===== src/rtl/irqtmr_pkg.sv =====
package irqtmr_pkg;
  localparam int WORD_W    = 32;
  localparam int VEC_W     = 8;
  localparam int MODE_W    = 3;
  localparam int VEC_LSB   = 0;
  localparam int MODE_LSB  = 8;
  localparam int POL_BIT   = 13;
  localparam int LEVEL_BIT = 15;
  localparam int MASK_BIT  = 16;
  localparam int PER_BIT   = 17;

  typedef enum logic [1:0] {
    ADR_CTRL = 2'd0,
    ADR_INIT = 2'd1,
    ADR_CUR  = 2'd2,
    ADR_NONE = 2'd3
  } tmr_addr_e;

  typedef struct packed {
    logic              periodic;
    logic              masked;
    logic              level;
    logic              pol;
    logic [MODE_W-1:0] mode;
    logic [VEC_W-1:0]  vec;
  } tmr_ctrl_t;

  localparam tmr_ctrl_t CTRL_RESET = '{periodic: 1'b0, masked: 1'b1, level: 1'b0,
                                       pol: 1'b0, mode: '0, vec: '0};

  function automatic tmr_ctrl_t ctrl_unpack(input logic [WORD_W-1:0] w);
    tmr_ctrl_t c;
    c.vec      = w[VEC_LSB +: VEC_W];
    c.mode     = w[MODE_LSB +: MODE_W];
    c.pol      = w[POL_BIT];
    c.level    = w[LEVEL_BIT];
    c.masked   = w[MASK_BIT];
    c.periodic = w[PER_BIT];
    return c;
  endfunction

  function automatic logic [WORD_W-1:0] ctrl_pack(input tmr_ctrl_t c);
    logic [WORD_W-1:0] w;
    w = '0;
    w[VEC_LSB +: VEC_W]   = c.vec;
    w[MODE_LSB +: MODE_W] = c.mode;
    w[POL_BIT]            = c.pol;
    w[LEVEL_BIT]          = c.level;
    w[MASK_BIT]           = c.masked;
    w[PER_BIT]            = c.periodic;
    return w;
  endfunction
endpackage


===== src/rtl/irqtmr_ctrl_reg.sv =====
module irqtmr_ctrl_reg
  import irqtmr_pkg::*;
(
  input  logic              clk,
  input  logic              rst_n,
  input  logic              wr_en,
  input  logic [WORD_W-1:0] wdata,
  output tmr_ctrl_t         ctrl_q
);
  always_ff @(posedge clk) begin
    if (!rst_n)     ctrl_q <= CTRL_RESET;
    else if (wr_en) ctrl_q <= ctrl_unpack(wdata);
  end

  // out of reset the timer stays masked until software writes the control word
  a_r1_reset_masked: assert property (@(posedge clk)
    $rose(rst_n) |-> ctrl_q.masked);
endmodule


===== src/rtl/irqtmr_counter.sv =====
module irqtmr_counter #(
  parameter int CNT_W = 32
) (
  input  logic             clk,
  input  logic             rst_n,
  input  logic             load,
  input  logic [CNT_W-1:0] load_val,
  input  logic             periodic,
  output logic [CNT_W-1:0] cur_q,
  output logic [CNT_W-1:0] init_q,
  output logic             expire
);
  localparam logic [CNT_W-1:0] ONE = CNT_W'(1);

  function automatic logic [CNT_W-1:0] count_next(
      input logic [CNT_W-1:0] c, input logic [CNT_W-1:0] reload, input logic per);
    if (c == ONE)      return per ? reload : '0;
    else if (c != '0)  return c - ONE;
    else               return '0;
  endfunction

  assign expire = (cur_q == ONE) && !load;

  always_ff @(posedge clk) begin
    if (!rst_n) begin
      cur_q  <= '0;
      init_q <= '0;
    end else if (load) begin
      cur_q  <= load_val;
      init_q <= load_val;
    end else begin
      cur_q  <= count_next(cur_q, init_q, periodic);
    end
  end

  // a running count above one drops by exactly one
  a_r3_step_down: assert property (@(posedge clk) disable iff (!rst_n)
    (cur_q > ONE && !load) |=> cur_q == $past(cur_q) - ONE);
  // a periodic expiry reloads the programmed start value
  a_r6_reload: assert property (@(posedge clk) disable iff (!rst_n)
    (expire && periodic) |=> cur_q == $past(init_q));
  // a one-shot expiry parks the count at zero
  a_r7_park: assert property (@(posedge clk) disable iff (!rst_n)
    (expire && !periodic) |=> cur_q == '0);
endmodule


===== src/rtl/irqtmr_emit.sv =====
module irqtmr_emit
  import irqtmr_pkg::*;
(
  input  logic              clk,
  input  logic              rst_n,
  input  logic              expire,
  input  logic              masked,
  input  logic [VEC_W-1:0]  vec,
  input  logic [MODE_W-1:0] mode,
  input  logic              level,
  output logic              irq_pulse,
  output logic [VEC_W-1:0]  irq_vector,
  output logic [MODE_W-1:0] irq_mode,
  output logic              irq_level
);
  logic fire;
  assign fire = expire && !masked;

  always_ff @(posedge clk) begin
    if (!rst_n || !fire) begin
      irq_pulse  <= 1'b0;
      irq_vector <= '0;
      irq_mode   <= '0;
      irq_level  <= 1'b0;
    end else begin
      irq_pulse  <= 1'b1;
      irq_vector <= vec;
      irq_mode   <= mode;
      irq_level  <= level;
    end
  end

  // a request always traces back to an unmasked expiry one cycle earlier
  a_r5_unmasked_only: assert property (@(posedge clk) disable iff (!rst_n)
    irq_pulse |-> $past(expire) && !$past(masked));
  // request fields are quiet whenever no request is shown
  a_r11_quiet_fields: assert property (@(posedge clk) disable iff (!rst_n)
    !irq_pulse |-> (irq_vector == '0 && irq_mode == '0 && !irq_level));
endmodule


===== src/rtl/irq_countdown_timer.sv =====
module irq_countdown_timer
  import irqtmr_pkg::*;
#(
  parameter int CNT_W = 32
) (
  input  logic              clk,
  input  logic              rst_n,
  input  logic              reg_we,
  input  logic [1:0]        reg_addr,
  input  logic [31:0]       reg_wdata,
  output logic [31:0]       reg_rdata,
  output logic              irq_pulse,
  output logic [7:0]        irq_vector,
  output logic [2:0]        irq_mode,
  output logic              irq_level
);
  tmr_ctrl_t        ctrl;
  logic             wr_ctrl, wr_init, expire;
  logic [CNT_W-1:0] cur, init;

  assign wr_ctrl = reg_we && (tmr_addr_e'(reg_addr) == ADR_CTRL);
  assign wr_init = reg_we && (tmr_addr_e'(reg_addr) == ADR_INIT);

  irqtmr_ctrl_reg u_ctrl (
    .clk(clk), .rst_n(rst_n), .wr_en(wr_ctrl), .wdata(reg_wdata), .ctrl_q(ctrl)
  );

  irqtmr_counter #(.CNT_W(CNT_W)) u_cnt (
    .clk(clk), .rst_n(rst_n), .load(wr_init), .load_val(reg_wdata[CNT_W-1:0]),
    .periodic(ctrl.periodic), .cur_q(cur), .init_q(init), .expire(expire)
  );

  irqtmr_emit u_emit (
    .clk(clk), .rst_n(rst_n), .expire(expire), .masked(ctrl.masked),
    .vec(ctrl.vec), .mode(ctrl.mode), .level(ctrl.level),
    .irq_pulse(irq_pulse), .irq_vector(irq_vector), .irq_mode(irq_mode),
    .irq_level(irq_level)
  );

  always_comb begin
    case (tmr_addr_e'(reg_addr))
      ADR_CTRL: reg_rdata = ctrl_pack(ctrl);
      ADR_INIT: reg_rdata = WORD_W'(init);
      ADR_CUR:  reg_rdata = WORD_W'(cur);
      default:  reg_rdata = '0;
    endcase
  end

  // a start write on an expiry edge suppresses that expiry's request
  a_r10_write_wins: assert property (@(posedge clk) disable iff (!rst_n)
    wr_init |=> !irq_pulse);
  // a stopped counter never produces a request
  a_r9_stopped_quiet: assert property (@(posedge clk) disable iff (!rst_n)
    (cur == '0 && !wr_init) |=> !irq_pulse);
endmodule


===== config.mk =====
export PLATFORM = sky130hd
export DESIGN_NAME = irq_countdown_timer
export DESIGN_NICKNAME = d
export VERILOG_FILES = /design/src/rtl/irqtmr_pkg.sv /design/src/rtl/irqtmr_ctrl_reg.sv /design/src/rtl/irqtmr_counter.sv /design/src/rtl/irqtmr_emit.sv /design/src/rtl/irq_countdown_timer.sv
export SDC_FILE = /design/constraint.sdc
export NUM_CORES = 1
export LEC_CHECK = 0
export ABC_AREA = 1
export CAP_MARGIN = 20
export CORE_AREA = 2 2 79 138
export CTS_BUF_LIST = sky130_fd_sc_hd__clkbuf_2 sky130_fd_sc_hd__clkbuf_4 sky130_fd_sc_hd__clkbuf_8
export DETAILED_ROUTE_END_ITERATION = 16
export DIE_AREA = 0 0 81 140
export PLACE_DENSITY = 0.81
export SLEW_MARGIN = 20
export SYNTH_ARGS = -nofsm -noshare
export SYNTH_HDL_FRONTEND = slang
export SYNTH_HIERARCHICAL = 1
export SYNTH_SLANG_ARGS = --single-unit

===== constraint.sdc =====
create_clock -name clk -period 1.53 [get_ports clk]
set_input_delay 0.153 -clock clk [delete_from_list [all_inputs] [get_ports clk]]
set_output_delay 0.153 -clock clk [all_outputs]
set_load 0.02 [all_outputs]

==> qor.csv <==
metric,value,unit
grt.total_usage,27.6,%
tightest_slew,0.475,ns
synth_seq_area_share,37.0,%
finalCritPeriodShare,117,%
skew,0.00582,ns
clock_sinks,92,
tns,-5.94,ns
fp.coreArea,10200,sq um
antenna_found_initial,0,
synth_most_common_cell,nand2_1,
drv_slew,0,
synth_top_cells_by_area,"dfxtp_1, nand2_1, nand3_1",
worst_ep_required_time,1.84,ns
cp_max_fo,4,
htree_levels,3,
io_buffers,81,
yosysTopAreaCell,dfxtp_1,
drt_iter0_markers,616,
worstSetupEndpointType,flop,
fmax,559,MHz
wl_met1,5910,um
p_per_area,2010,nW/um^2
rsz0062_at_grt,yes,
drc_errors,0,
synth_commonest_cells,"nand2_1, dfxtp_1, nor2_1",
rows,49,
synth-seq-cells,92,
wl,18000,um
failed_checks,setup timing,
outcome,finished with violations,
grt_pass1_vias,5326,
numCtsBuffers,9,
grt_pass1_wl,24200,um
hp-class,primary input to flop,
synth.distinct_cells,32,
nFillCells,776,
syn_nets,801,
synthArstFlopShare,0,%
start_util,48.9,%
dieArea,11300,sq um
critPathLaunchType,flop,
cts_max_path_buffers,2,
synthCells,762,
die_x,81,um
top_layer,met4,
syn_area,4980,sq um
synth_top_area_share,37.0,%
synth_ff_type,dfxtp_1,
setup_slack,-0.258,ns
hold_viol,0,
arrival,2.10,ns
ios,82,
drive_above_1_share,31.5,%
wl_met3,1280,um
synth_area_per_cell,6.53,sq um
max_cap_viol_count,0,
wire_per_inst,16.9,um
gp_congestion,0.925,
path_class,flop to flop,
cts_hold_buf,0,
fin_nets,971,
viasPerCell,5.60,
die_y,140,um
p_leak,0.00338,uW
synth-edff-count,0,
yosysWarnings,6,
overflow,0,
placed_area,6470,sq um
num_antenna_cells,0,
drtPass1Iterations,5,
final_core_util,71.4,%
worstSkewPairLatency,0.38,ns
slew-limit-headroom,68.2,%
grt_max_degree,23,
dp_hpwl,10700,um
stdcell_area,7260,sq um
irDropWorstVdd,1270,uV
cts_tree,built,
area_growth,45.9,%
fin_crit,1.79,ns
vias,5959,
dr_wl_met2,9460,um
clk_pin_slew,0.08,ns
cts_root_buf,clkbuf_8,
drtAntennaViolNets,0,
setup_violations,45,
==> area by class of cell <==
type	count	area (sq um)	area share, %
timing repair buffer	188	1730	23.8
clock inverter	5	27.5	0.379
tap	127	159	2.19
inverter	62	240	3.31
clock buffer	11	145	2.00
sequential	92	1880	25.9
multi-input combinational	579	3080	42.5
==> flip-flops by register name (all words and copies together) (netlist names) <==
name               cells
u_emit/irq_vector      8
u_emit/irq_level       1
u_emit/irq_mode        3
u_cnt/init_q          32
u_ctrl/ctrl_q         15
u_emit/irq_pulse       1
u_cnt/cur_q           32
==> cells in the final DEF (no fill, tap or decap), drive strengths merged <==
cell type,count
a21oi,32
buf,110
clkbuf,16
clkdlybuf4s15,23
clkdlybuf4s50,47
clkinv,5
clkinvlp,1
dfxtp,92
dlygate4sd2,3
ha,2
inv,61
nand2,295
nand3,66
nand4,3
nor2,110
nor3,8
o21ai,37
o21bai,1
or2,5
xnor2,7
xor2,13
==> logic make-up after synthesis <==
kind of cell    share of synthesized area [%]
compound gates                           7.09
simple gates                             42.7
xor+xnor                                 3.52
fa+ha+maj                               0.503
flops                                    37.0
buf+inv                                  9.15
==> critical path, stage by stage, from the launching register on <==
cell and delay [ns]:
dfxtp_1 0.35, buf_4 0.16, nor2_1 0.17, nand2_1 0.12, nor3_2 0.27, nand3_2 0.20, inv_2 0.13, nand2_1 0.06
nand2_1 0.07, nand3_2 0.08, nand2_1 0.11
==> power by group <==
| group | internal, uW | switching [uW] |
|---|---|---|
| Sequential | 2840 | 417 |
| Clock | 642 | 868 |
| Combinational | 4250 | 5590 |
| Total | 7730 | 6880 |
==> path summary, 6_finish.rpt <==
check                                  startpoint               end  slack, ns  depth (start not counted)
worst max register to register    u_cnt/cur_q[12]   u_cnt/cur_q[29]      -0.26                         10
worst min register to register  u_ctrl/ctrl_q[12]  u_emit/irq_level       0.45                          2
worst min-delay path                reg_wdata[20]  u_cnt/init_q[20]       0.37                          3
worst max-delay path              u_cnt/cur_q[12]   u_cnt/cur_q[29]      -0.26                         10
==> through the flow <==
stage          setup WS, ns  power [uW]  hold slack [ns]  instances
2_1_floorplan      -0.00436        7030            0.256        762
3_3_place_gp         -0.487        9370            0.430       1021
3_5_place_dp         -0.487        9480            0.434       1021
4_1_cts             -0.0517       12100            0.358       1056
5_1_grt              -0.318       15100            0.388       1064
6_report             -0.258       14600            0.370       1064
==> repair_timing <==
action,in CTS,in global routing
pin swaps,14,37
setup endpoints to repair,77,63
cloned,3,0
buffers inserted,16,10
gates resized for setup,131,95
==> routing by layer <==
metal / up-vias / GRT usage [%]
li1: 2708 / -
met5: - / 0
met3: 136 / 4.57
met2: 401 / 50.3
met1: 2714 / 28.2
met4: 0 / 16.5
Note: power is estimated with default switching activity, not from simulation.
